`src/rtl/msix_ctl_pkg.sv`:
```
package msix_ctl_pkg;
    typedef enum logic [1:0] {
        SP_TABLE = 2'd0,
        SP_PEND  = 2'd1,
        SP_CTRL  = 2'd2,
        SP_NONE  = 2'd3
    } space_e;

    typedef enum logic [1:0] {
        ST_IDLE = 2'd0,
        ST_SCAN = 2'd1,
        ST_SEND = 2'd2
    } sched_state_e;

    localparam logic [1:0] SZ_DWORD = 2'd2;
    localparam logic [1:0] SZ_QWORD = 2'd3;
    localparam int         MAX_VECTORS = 2048;
endpackage

```
`src/rtl/msix_vtab.sv`:
```
module msix_vtab
    import msix_ctl_pkg::*;
#(
    parameter int NVEC = 16,
    localparam int IW   = $clog2(NVEC),
    localparam int OFFW = IW + 4,
    localparam int NQ   = (NVEC + 63) / 64
) (
    input  logic            clk,
    input  logic            rst_n,
    input  logic            acc_valid,
    input  logic            acc_write,
    input  logic [1:0]      acc_space,
    input  logic [OFFW-1:0] acc_offset,
    input  logic [1:0]      acc_size,
    input  logic [63:0]     acc_wdata,
    output logic            rd_valid,
    output logic [63:0]     rd_data,
    input  logic [NVEC-1:0] pend_set_i,
    input  logic [NVEC-1:0] pend_clr_i,
    input  logic [IW-1:0]   sel_idx_i,
    output logic [63:0]     sel_addr_o,
    output logic [31:0]     sel_data_o,
    output logic [NVEC-1:0] mask_o,
    output logic [NVEC-1:0] pend_o,
    output logic [NVEC-1:0] unmask_o,
    output logic            enable_o,
    output logic            fmask_o,
    output logic            scan_start_o
);
    logic [63:0]     addr_q [NVEC];
    logic [31:0]     data_q [NVEC];
    logic [NVEC-1:0] mask_q, pend_q;
    logic            enable_q, fmask_q;
    logic [63:0]     rd_q;
    logic            rdv_q;

    space_e           space;
    logic [IW-1:0]    tidx;
    logic [IW:0]      qidx;
    logic             sz_dw, sz_qw, aligned;
    logic             tbl_hit, pnd_hit, ctl_hit;
    logic             mask_wr, mask_new;
    logic [NQ*64-1:0] pend_pad;
    logic [63:0]      pword, rd_next;

    always_comb begin
        space   = space_e'(acc_space);
        tidx    = acc_offset[OFFW-1:4];
        qidx    = acc_offset[OFFW-1:3];
        sz_dw   = (acc_size == SZ_DWORD);
        sz_qw   = (acc_size == SZ_QWORD);
        aligned = (sz_dw && acc_offset[1:0] == 2'b00) || (sz_qw && acc_offset[2:0] == 3'b000);
        tbl_hit = acc_valid && space == SP_TABLE && aligned && int'(tidx) < NVEC;
        pnd_hit = acc_valid && space == SP_PEND && aligned && int'(qidx) < NQ;
        ctl_hit = acc_valid && space == SP_CTRL && sz_dw && acc_offset == '0;
        mask_wr  = tbl_hit && acc_write &&
                   ((sz_qw && acc_offset[3]) || (sz_dw && acc_offset[3:2] == 2'd3));
        mask_new = sz_qw ? acc_wdata[32] : acc_wdata[0];
        unmask_o = '0;
        if (mask_wr && mask_q[tidx] && !mask_new) unmask_o[tidx] = 1'b1;
        scan_start_o = ctl_hit && acc_write && fmask_q && !acc_wdata[14] && acc_wdata[15];
    end

    // read mux: table, pending quadword or halves, control word
    always_comb begin
        pend_pad = '0;
        pend_pad[NVEC-1:0] = pend_q;
        pword   = '0;
        rd_next = '0;
        if (tbl_hit) begin
            if (sz_qw) begin
                rd_next = acc_offset[3] ? {31'b0, mask_q[tidx], data_q[tidx]} : addr_q[tidx];
            end else begin
                unique case (acc_offset[3:2])
                    2'd0: rd_next = {32'b0, addr_q[tidx][31:0]};
                    2'd1: rd_next = {32'b0, addr_q[tidx][63:32]};
                    2'd2: rd_next = {32'b0, data_q[tidx]};
                    default: rd_next = {63'b0, mask_q[tidx]};
                endcase
            end
        end else if (pnd_hit) begin
            pword = pend_pad[int'(qidx)*64 +: 64];
            if (sz_qw) rd_next = pword;
            else       rd_next = acc_offset[2] ? {32'b0, pword[63:32]} : {32'b0, pword[31:0]};
        end else if (ctl_hit) begin
            rd_next = {48'b0, enable_q, fmask_q, 3'b000, 11'(NVEC - 1)};
        end
    end

    always_ff @(posedge clk or negedge rst_n) begin
        if (!rst_n) begin
            for (int v = 0; v < NVEC; v++) begin
                addr_q[v] <= '0;
                data_q[v] <= '0;
            end
            mask_q   <= '0;
            pend_q   <= '0;
            enable_q <= 1'b0;
            fmask_q  <= 1'b0;
            rd_q     <= '0;
            rdv_q    <= 1'b0;
        end else begin
            if (tbl_hit && acc_write) begin
                if (sz_qw) begin
                    if (!acc_offset[3]) addr_q[tidx] <= acc_wdata;
                    else                data_q[tidx] <= acc_wdata[31:0];
                end else begin
                    unique case (acc_offset[3:2])
                        2'd0: addr_q[tidx][31:0]  <= acc_wdata[31:0];
                        2'd1: addr_q[tidx][63:32] <= acc_wdata[31:0];
                        2'd2: data_q[tidx]        <= acc_wdata[31:0];
                        default: ;
                    endcase
                end
            end
            if (mask_wr) mask_q[tidx] <= mask_new;
            pend_q <= (pend_q | pend_set_i) & ~pend_clr_i;
            if (ctl_hit && acc_write) begin
                enable_q <= acc_wdata[15];
                fmask_q  <= acc_wdata[14];
            end
            rdv_q <= acc_valid && !acc_write;
            rd_q  <= rd_next;
        end
    end

    assign sel_addr_o = (int'(sel_idx_i) < NVEC) ? addr_q[sel_idx_i] : '0;
    assign sel_data_o = (int'(sel_idx_i) < NVEC) ? data_q[sel_idx_i] : '0;
    assign mask_o     = mask_q;
    assign pend_o     = pend_q;
    assign enable_o   = enable_q;
    assign fmask_o    = fmask_q;
    assign rd_valid   = rdv_q;
    assign rd_data    = rd_q;

    assert_masked_pend_R9: assert property (@(posedge clk) disable iff (!rst_n)
        (|(pend_set_i & ~mask_q)) |-> fmask_q);
    assert_no_clear_fmask_R11: assert property (@(posedge clk) disable iff (!rst_n)
        fmask_q |-> (pend_clr_i == '0));
endmodule

```
`src/rtl/msix_sched.sv`:
```
module msix_sched
    import msix_ctl_pkg::*;
#(
    parameter int NVEC = 16,
    localparam int IW = $clog2(NVEC)
) (
    input  logic            clk,
    input  logic            rst_n,
    input  logic [NVEC-1:0] mask,
    input  logic [NVEC-1:0] pend,
    input  logic [NVEC-1:0] unmask,
    input  logic            enable,
    input  logic            fmask,
    input  logic            scan_start,
    input  logic            trig_valid,
    input  logic [IW-1:0]   trig_vec,
    output logic            trig_ready,
    input  logic [63:0]     sel_addr,
    input  logic [31:0]     sel_data,
    output logic [IW-1:0]   sel_idx,
    output logic [NVEC-1:0] pend_set,
    output logic [NVEC-1:0] pend_clr,
    output logic            msg_valid,
    input  logic            msg_ready,
    output logic [63:0]     msg_addr,
    output logic [31:0]     msg_data
);
    localparam logic [IW-1:0] LAST = IW'(NVEC - 1);

    sched_state_e    state_q, state_d;
    logic [IW-1:0]   scan_idx_q, replay_idx;
    logic [NVEC-1:0] replay_q, replay_live, replay_clr;
    logic            scan_req_q, from_scan_q, from_scan_d;
    logic            replay_any, load, scan_rst, scan_adv, scan_take, idle_off;
    logic [63:0]     maddr_q;
    logic [31:0]     mdata_q;

    always_ff @(posedge clk or negedge rst_n) begin
        if (!rst_n) state_q <= ST_IDLE;
        else        state_q <= state_d;
    end

    always_comb begin
        replay_live = replay_q & pend & ~mask & {NVEC{!fmask}};
        replay_any  = 1'b0;
        replay_idx  = '0;
        for (int v = NVEC - 1; v >= 0; v--) begin
            if (replay_live[v]) begin
                replay_any = 1'b1;
                replay_idx = IW'(v);
            end
        end
        trig_ready  = !enable || (state_q == ST_IDLE && !scan_req_q && !replay_any);
        state_d     = state_q;
        sel_idx     = scan_idx_q;
        load        = 1'b0;
        pend_set    = '0;
        pend_clr    = '0;
        replay_clr  = '0;
        scan_rst    = 1'b0;
        scan_adv    = 1'b0;
        scan_take   = 1'b0;
        idle_off    = 1'b0;
        from_scan_d = from_scan_q;
        unique case (state_q)
            ST_IDLE: begin
                if (!enable) begin
                    idle_off = 1'b1;
                end else if (scan_req_q) begin
                    scan_take = 1'b1;
                    scan_rst  = 1'b1;
                    state_d   = ST_SCAN;
                end else if (replay_any) begin
                    sel_idx                = replay_idx;
                    load                   = 1'b1;
                    pend_clr[replay_idx]   = 1'b1;
                    replay_clr[replay_idx] = 1'b1;
                    from_scan_d            = 1'b0;
                    state_d                = ST_SEND;
                end else if (trig_valid && int'(trig_vec) < NVEC) begin
                    sel_idx = trig_vec;
                    if (fmask || mask[trig_vec]) begin
                        pend_set[trig_vec] = 1'b1;
                    end else begin
                        load        = 1'b1;
                        from_scan_d = 1'b0;
                        state_d     = ST_SEND;
                    end
                end
            end
            ST_SCAN: begin
                if (!enable || fmask) begin
                    state_d = ST_IDLE;
                end else if (pend[scan_idx_q] && !mask[scan_idx_q]) begin
                    load                 = 1'b1;
                    pend_clr[scan_idx_q] = 1'b1;
                    from_scan_d          = 1'b1;
                    state_d              = ST_SEND;
                end else if (scan_idx_q == LAST) begin
                    state_d = ST_IDLE;
                end else begin
                    scan_adv = 1'b1;
                end
            end
            ST_SEND: begin
                if (msg_ready) begin
                    if (!from_scan_q || scan_idx_q == LAST) begin
                        state_d = ST_IDLE;
                    end else begin
                        scan_adv = 1'b1;
                        state_d  = ST_SCAN;
                    end
                end
            end
            default: state_d = ST_IDLE;
        endcase
    end

    always_ff @(posedge clk or negedge rst_n) begin
        if (!rst_n) begin
            scan_idx_q  <= '0;
            scan_req_q  <= 1'b0;
            from_scan_q <= 1'b0;
            replay_q    <= '0;
            maddr_q     <= '0;
            mdata_q     <= '0;
        end else begin
            scan_req_q  <= (scan_req_q && !scan_take && !idle_off) || scan_start;
            from_scan_q <= from_scan_d;
            replay_q    <= ((scan_take || idle_off) ? '0 : (replay_q & ~replay_clr))
                           | (unmask & pend & {NVEC{enable && !fmask}});
            if (scan_rst)      scan_idx_q <= '0;
            else if (scan_adv) scan_idx_q <= scan_idx_q + 1'b1;
            if (load) begin
                maddr_q <= sel_addr;
                mdata_q <= sel_data;
            end
        end
    end

    assign msg_valid = (state_q == ST_SEND);
    assign msg_addr  = maddr_q;
    assign msg_data  = mdata_q;

    assert_msg_hold_R8: assert property (@(posedge clk) disable iff (!rst_n)
        (msg_valid && !msg_ready) |=> (msg_valid && $stable(msg_addr) && $stable(msg_data)));
    assert_send_needs_enable_R12: assert property (@(posedge clk) disable iff (!rst_n)
        $rose(msg_valid) |-> $past(enable));
    assert_single_clear_R11: assert property (@(posedge clk) disable iff (!rst_n)
        $onehot0(pend_clr));
endmodule

```
`src/rtl/msix_vector_ctrl.sv`:
```
module msix_vector_ctrl
    import msix_ctl_pkg::*;
#(
    parameter int NVEC = 16,
    localparam int IW   = $clog2(NVEC),
    localparam int OFFW = IW + 4
) (
    input  logic            clk,
    input  logic            rst_n,
    input  logic            acc_valid,
    input  logic            acc_write,
    input  logic [1:0]      acc_space,
    input  logic [OFFW-1:0] acc_offset,
    input  logic [1:0]      acc_size,
    input  logic [63:0]     acc_wdata,
    output logic            rd_valid,
    output logic [63:0]     rd_data,
    input  logic            trig_valid,
    input  logic [IW-1:0]   trig_vec,
    output logic            trig_ready,
    output logic            msg_valid,
    input  logic            msg_ready,
    output logic [63:0]     msg_addr,
    output logic [31:0]     msg_data
);
    logic [NVEC-1:0] mask_w, pend_w, unmask_w, pset_w, pclr_w;
    logic            enable_w, fmask_w, scan_start_w;
    logic [IW-1:0]   sel_idx_w;
    logic [63:0]     sel_addr_w;
    logic [31:0]     sel_data_w;

    msix_vtab #(.NVEC(NVEC)) u_vtab (
        .clk          (clk),
        .rst_n        (rst_n),
        .acc_valid    (acc_valid),
        .acc_write    (acc_write),
        .acc_space    (acc_space),
        .acc_offset   (acc_offset),
        .acc_size     (acc_size),
        .acc_wdata    (acc_wdata),
        .rd_valid     (rd_valid),
        .rd_data      (rd_data),
        .pend_set_i   (pset_w),
        .pend_clr_i   (pclr_w),
        .sel_idx_i    (sel_idx_w),
        .sel_addr_o   (sel_addr_w),
        .sel_data_o   (sel_data_w),
        .mask_o       (mask_w),
        .pend_o       (pend_w),
        .unmask_o     (unmask_w),
        .enable_o     (enable_w),
        .fmask_o      (fmask_w),
        .scan_start_o (scan_start_w)
    );

    msix_sched #(.NVEC(NVEC)) u_sched (
        .clk        (clk),
        .rst_n      (rst_n),
        .mask       (mask_w),
        .pend       (pend_w),
        .unmask     (unmask_w),
        .enable     (enable_w),
        .fmask      (fmask_w),
        .scan_start (scan_start_w),
        .trig_valid (trig_valid),
        .trig_vec   (trig_vec),
        .trig_ready (trig_ready),
        .sel_addr   (sel_addr_w),
        .sel_data   (sel_data_w),
        .sel_idx    (sel_idx_w),
        .pend_set   (pset_w),
        .pend_clr   (pclr_w),
        .msg_valid  (msg_valid),
        .msg_ready  (msg_ready),
        .msg_addr   (msg_addr),
        .msg_data   (msg_data)
    );
endmodule

```
`config.mk`:
```
export PLATFORM = sky130hd
export DESIGN_NAME = msix_vector_ctrl
export DESIGN_NICKNAME = d
export VERILOG_FILES = /design/src/rtl/msix_ctl_pkg.sv /design/src/rtl/msix_vtab.sv /design/src/rtl/msix_sched.sv /design/src/rtl/msix_vector_ctrl.sv
export SDC_FILE = /design/constraint.sdc
export NUM_CORES = 2
export LEC_CHECK = 0
export BUFFER_PORTS_ARGS = -buffer_cell sky130_fd_sc_hd__buf_2
export CORE_MARGIN = 2
export CORE_UTILIZATION = 29
export DETAILED_ROUTE_END_ITERATION = 8
export SETUP_SLACK_MARGIN = 0.02
export SYNTH_ARGS = -nofsm -noshare
export SYNTH_HDL_FRONTEND = slang
export SYNTH_SLANG_ARGS = --single-unit
export TNS_END_PERCENT = 30
```
`constraint.sdc`:
```
create_clock -name clk -period 8.72 [get_ports clk]
set_input_delay 1.744 -clock clk [delete_from_list [all_inputs] [get_ports clk]]
set_output_delay 1.744 -clock clk [all_outputs]
set_load 0.01 [all_outputs]
```
==> impl_metrics.csv <==
group,metric,value,unit
status,outcome,"finished, final reports clean",
power_and_ir_drop,p_sw_frac,0.276,
setup_path,path_max_fanout,94,
route,wirelength,334000,µm
route,detailedRoute.firstIterationViolations,8334,
layout,drive_above_1_share,0.285,
setup_path,cp_cell_sequence,"nor4bb_1 -> nor4_4 -> nand4_4 -> o21bai_1 -> a21oi_4 -> buf_4 -> buf_12 -> nand4b_1 -> buf_12 -> o22ai_1 -> a21oi_1 -> nand4_1",
layout,nets,8153,
placed_design,globalplace.congestion,0.934,
setup_path,cp_slowest_stage_delay,0.92,ns
clocking,cts_setup_buffers,0,
sta,timing.setup.tns,0,ns
power_and_ir_drop,clkPwrFrac,0.445,
clocking,root_buffer,"clkbuf_16",
placed_design,post_dp_cell_area,0.0959,mm²
setup_path,cpMaxStageDelayCell,"dfrtp_1",
min_path,min-delay-start,"u_sched.replay_q[4]",
setup_path,critPathKind,"reg -> reg",
yosys,syn_nets,8289,
clocking,clk_path_buf_depth,4,
layout,fin_cells,12353,
min_path,hold_path_class,"reg -> reg",
sta,hold_viol_final,0,
clocking,h-tree-depth,4,
route,ant_nets,0,
sta,fin_crit_sh,0.616,
layout,fill_cells,30663,
layout,seq_area,0.0439,mm²
clocking,cts-resized-gates,0,
global_routing,grt_pass1_wl,486000,µm
sta,skew,0.0760,ns
sta,rsz0062_at_grt,"no",
power_and_ir_drop,seqPwrFrac,0.441,
power_and_ir_drop,p_per_area,183,mW/mm²
route,wl_per_cell,27.1,µm
placed_design,numPortBuffers,248,
clocking,cts_hold_buf,0,
yosys,synth_cell_type_count,66,
die,core,0.311,mm²
placed_design,hpwlAfterDp,202000,µm
die,rows,205,
die,die_area,0.316,mm²
die,ios,249,
layout,area_growth,13.2,%
yosys,yosys_warnings,0,
setup_path,r2r_setup_slack,3.35,ns
power_and_ir_drop,internal-power,13.6,mW
yosys,avgSynthCellArea,11.0,µm²
yosys,synth_enable_flop_cells,0,
sta,worstMarginPinSlew,1.40,ns
setup_path,worst-r2r-cell-count,12,
die,die_y,562,µm
global_routing,grt_pass1_vias,68692,
yosys,ys_ff_latch,1755,
sta,slew_headroom,0.0697,
clocking,cts.sinks,1755,
yosys,syn-instance-count,8195,
sta,final.min_clock_period,5.37,ns
sta,setup_viol,0,
yosys,netlist_area,0.0904,mm²
min_path,hold_depth,2,
global_routing,track_usage,0.207,
route,num_vias,69267,
placed_design,post-place-cells,12003,
yosys,synthFlopType,"dfrtp_1",
clocking,insertion_delay,0.90,ns
setup_path,rr_endpoint,"u_sched.msg_addr[33]",
power_and_ir_drop,p_comb_frac,0.114,
yosys,async_flop_share,1.00,
min_path,hold_path_end,"u_sched.replay_q[4]",
sta,slew_violations,0,
global_routing,grt_start_max_net_pins,187,
route,dr.pass1.iters,6,
die,start_util,0.291,
clocking,clk_pin_slew_worst_paths,0.06,ns
power_and_ir_drop,p_leak,45.4,nW
clocking,cts_made_buffers,189,
layout,multi_input_area,0.0439,mm²
sta,fmax,186,MHz
setup_path,crit_path_frequent_cell,"buf_12",
die,die_w,562,µm
setup_path,cp-end-kind,"register",
power_and_ir_drop,p_switching,5.16,mW
route,vias_per_cell,5.61,
setup_path,reg2reg_from,"u_vtab.fmask_o",
power_and_ir_drop,ir_drop,0.213,mV
global_routing,antenna_found_initial,37,
global_routing,overflow,0,
clocking,cts_tree,"done",
layout,design_area,0.102,mm²
yosys,seq_area_frac_synth,0.486,
setup_path,arrival,6.07,ns
setup_path,required,9.42,ns
run,maxCapViolCount,0,
route,drc_errors,0,
setup_path,startpoint_type,"register",
state kept, by name, indices dropped and copies added (netlist names), 2 cells and up:
register            cells
u_vtab.addr_q        1024
u_vtab.data_q         512
u_sched.msg_addr       64
u_vtab.rd_data         64
u_sched.msg_data       32
u_sched.replay_q       16
u_vtab.mask_o          16
u_vtab.pend_o          16
u_sched.scan_idx_q      4
u_sched.state_q         2
worst max path at each step:
stage / from / endpoint
floorplan: acc_offset[5] / u_vtab.rd_data[12]
global placement: trig_vec[0] / u_sched.msg_data[31]
detailed placement: trig_vec[0] / u_sched.msg_data[31]
CTS: u_vtab.fmask_o / u_sched.msg_addr[33]
global route: u_vtab.fmask_o / u_sched.msg_addr[35]
finish: u_vtab.fmask_o / u_sched.msg_addr[33]
synth_stat cells (all sizes together), types with 6 or more instances:
cell type / n / share of area
a22oi: 38 / 0.0032
a21oi: 688 / 0.038
inv: 25 / 0.0010
mux2i: 199 / 0.022
nand4: 109 / 0.0077
nand2: 1539 / 0.064
o211ai: 283 / 0.023
o22ai: 97 / 0.0068
a221oi: 6 / 0.00065
nand3: 312 / 0.017
nor3: 11 / 0.00061
clkbuf: 562 / 0.023
dfrtp: 1755 / 0.49
nand2b: 10 / 0.00069
a31oi: 8 / 0.00055
ha: 8 / 0.0011
buf: 194 / 0.0099
nor2b: 15 / 0.0010
mux2: 1041 / 0.13
and2: 40 / 0.0028
mux4: 495 / 0.12
nor2: 636 / 0.026
o21ai: 39 / 0.0022
a211oi: 11 / 0.00091
nor4bb: 9 / 0.0010
cells in the final DEF (no fill, tap or decap), types with 14 or more instances in the layout:
| cell type | synthesis | final |
|---|---|---|
| clkbuf_8 | 0 | 40 |
| o21ai_0 | 30 | 30 |
| mux4_2 | 495 | 495 |
| nand3_1 | 312 | 312 |
| diode_2 | 0 | 14 |
| buf_2 | 121 | 243 |
| and2_1 | 38 | 36 |
| clkinv_2 | 0 | 34 |
| inv_1 | 25 | 25 |
| mux2i_1 | 199 | 199 |
| mux2_2 | 1041 | 1041 |
| clkbuf_1 | 562 | 37 |
| dfrtp_1 | 1755 | 1755 |
| buf_4 | 2 | 160 |
| nand4_1 | 108 | 108 |
| nor2_4 | 0 | 49 |
| a22oi_1 | 38 | 38 |
| buf_12 | 0 | 22 |
| clkbuf_16 | 0 | 191 |
| bufinv_16 | 0 | 17 |
| nand2_1 | 1539 | 1538 |
| o22ai_1 | 96 | 96 |
| nor2_1 | 636 | 587 |
| a21oi_1 | 688 | 687 |
| nor2b_1 | 15 | 14 |
| o211ai_1 | 283 | 283 |
worst max-delay path, delay by kind of cell (launching register included):
family	cells	cell delay [ns]
buffers and inverters	3	1.85
AOI/OAI and AO/OA	4	0.88
and+or+nand+nor	5	1.42
DFF	1	0.92
kinds of logic after synthesis:
logic type / synth area share
buffers and inverters: 0.0343
XOR/XNOR: 0.000291
AO/OA/AOI/OAI: 0.0780
multiplexers: 0.275
flip-flops: 0.486
AND/OR/NAND/NOR: 0.126
adder cells (fa/ha/maj): 0.00111
power by group through the flow:
stage | combinational [mW] | sequential [mW] | clock, mW
floorplan | 1.34 | 8.37 | 0
global placement | 2.10 | 8.39 | 0
detailed placement | 2.11 | 8.39 | 0
CTS | 2.11 | 8.24 | 8.43
global route | 2.31 | 8.24 | 8.77
finish | 2.14 | 8.24 | 8.33
layout make-up:
class,instances,share of cell area
clock inverter,63,0.00806
clock buffer,268,0.0535
sequential,1755,0.429
inverter,25,0.000917
antenna,14,0.000342
tap,4140,0.0506
timing repair buffer,429,0.0285
multi-input combinational,5659,0.429
metal layers:
layer | vias to the layer above | track usage | wire length, µm
met4 | 14 | 0.103 | 18700
met5 | - | 0 | 82
met3 | 830 | 0.0511 | 32500
met1 | 35767 | 0.272 | 134000
met2 | 3626 | 0.316 | 149000
li1 | 29030 | - | -
stage by stage:
stage / power, mW / worst slack (ns) / hold slack, ns / utilization
after floorplan: 9.71 / 4.09 / 0.451 / -
after global placement: 10.5 / 2.96 / 0.468 / 0.308
after detailed placement: 10.5 / 2.87 / 0.479 / 0.308
after CTS: 18.8 / 3.50 / 0.494 / 0.329
after global routing: 19.3 / 3.21 / 0.524 / 0.329
final: 18.7 / 3.35 / 0.492 / 0.329
(Power assumes the default switching activity.)
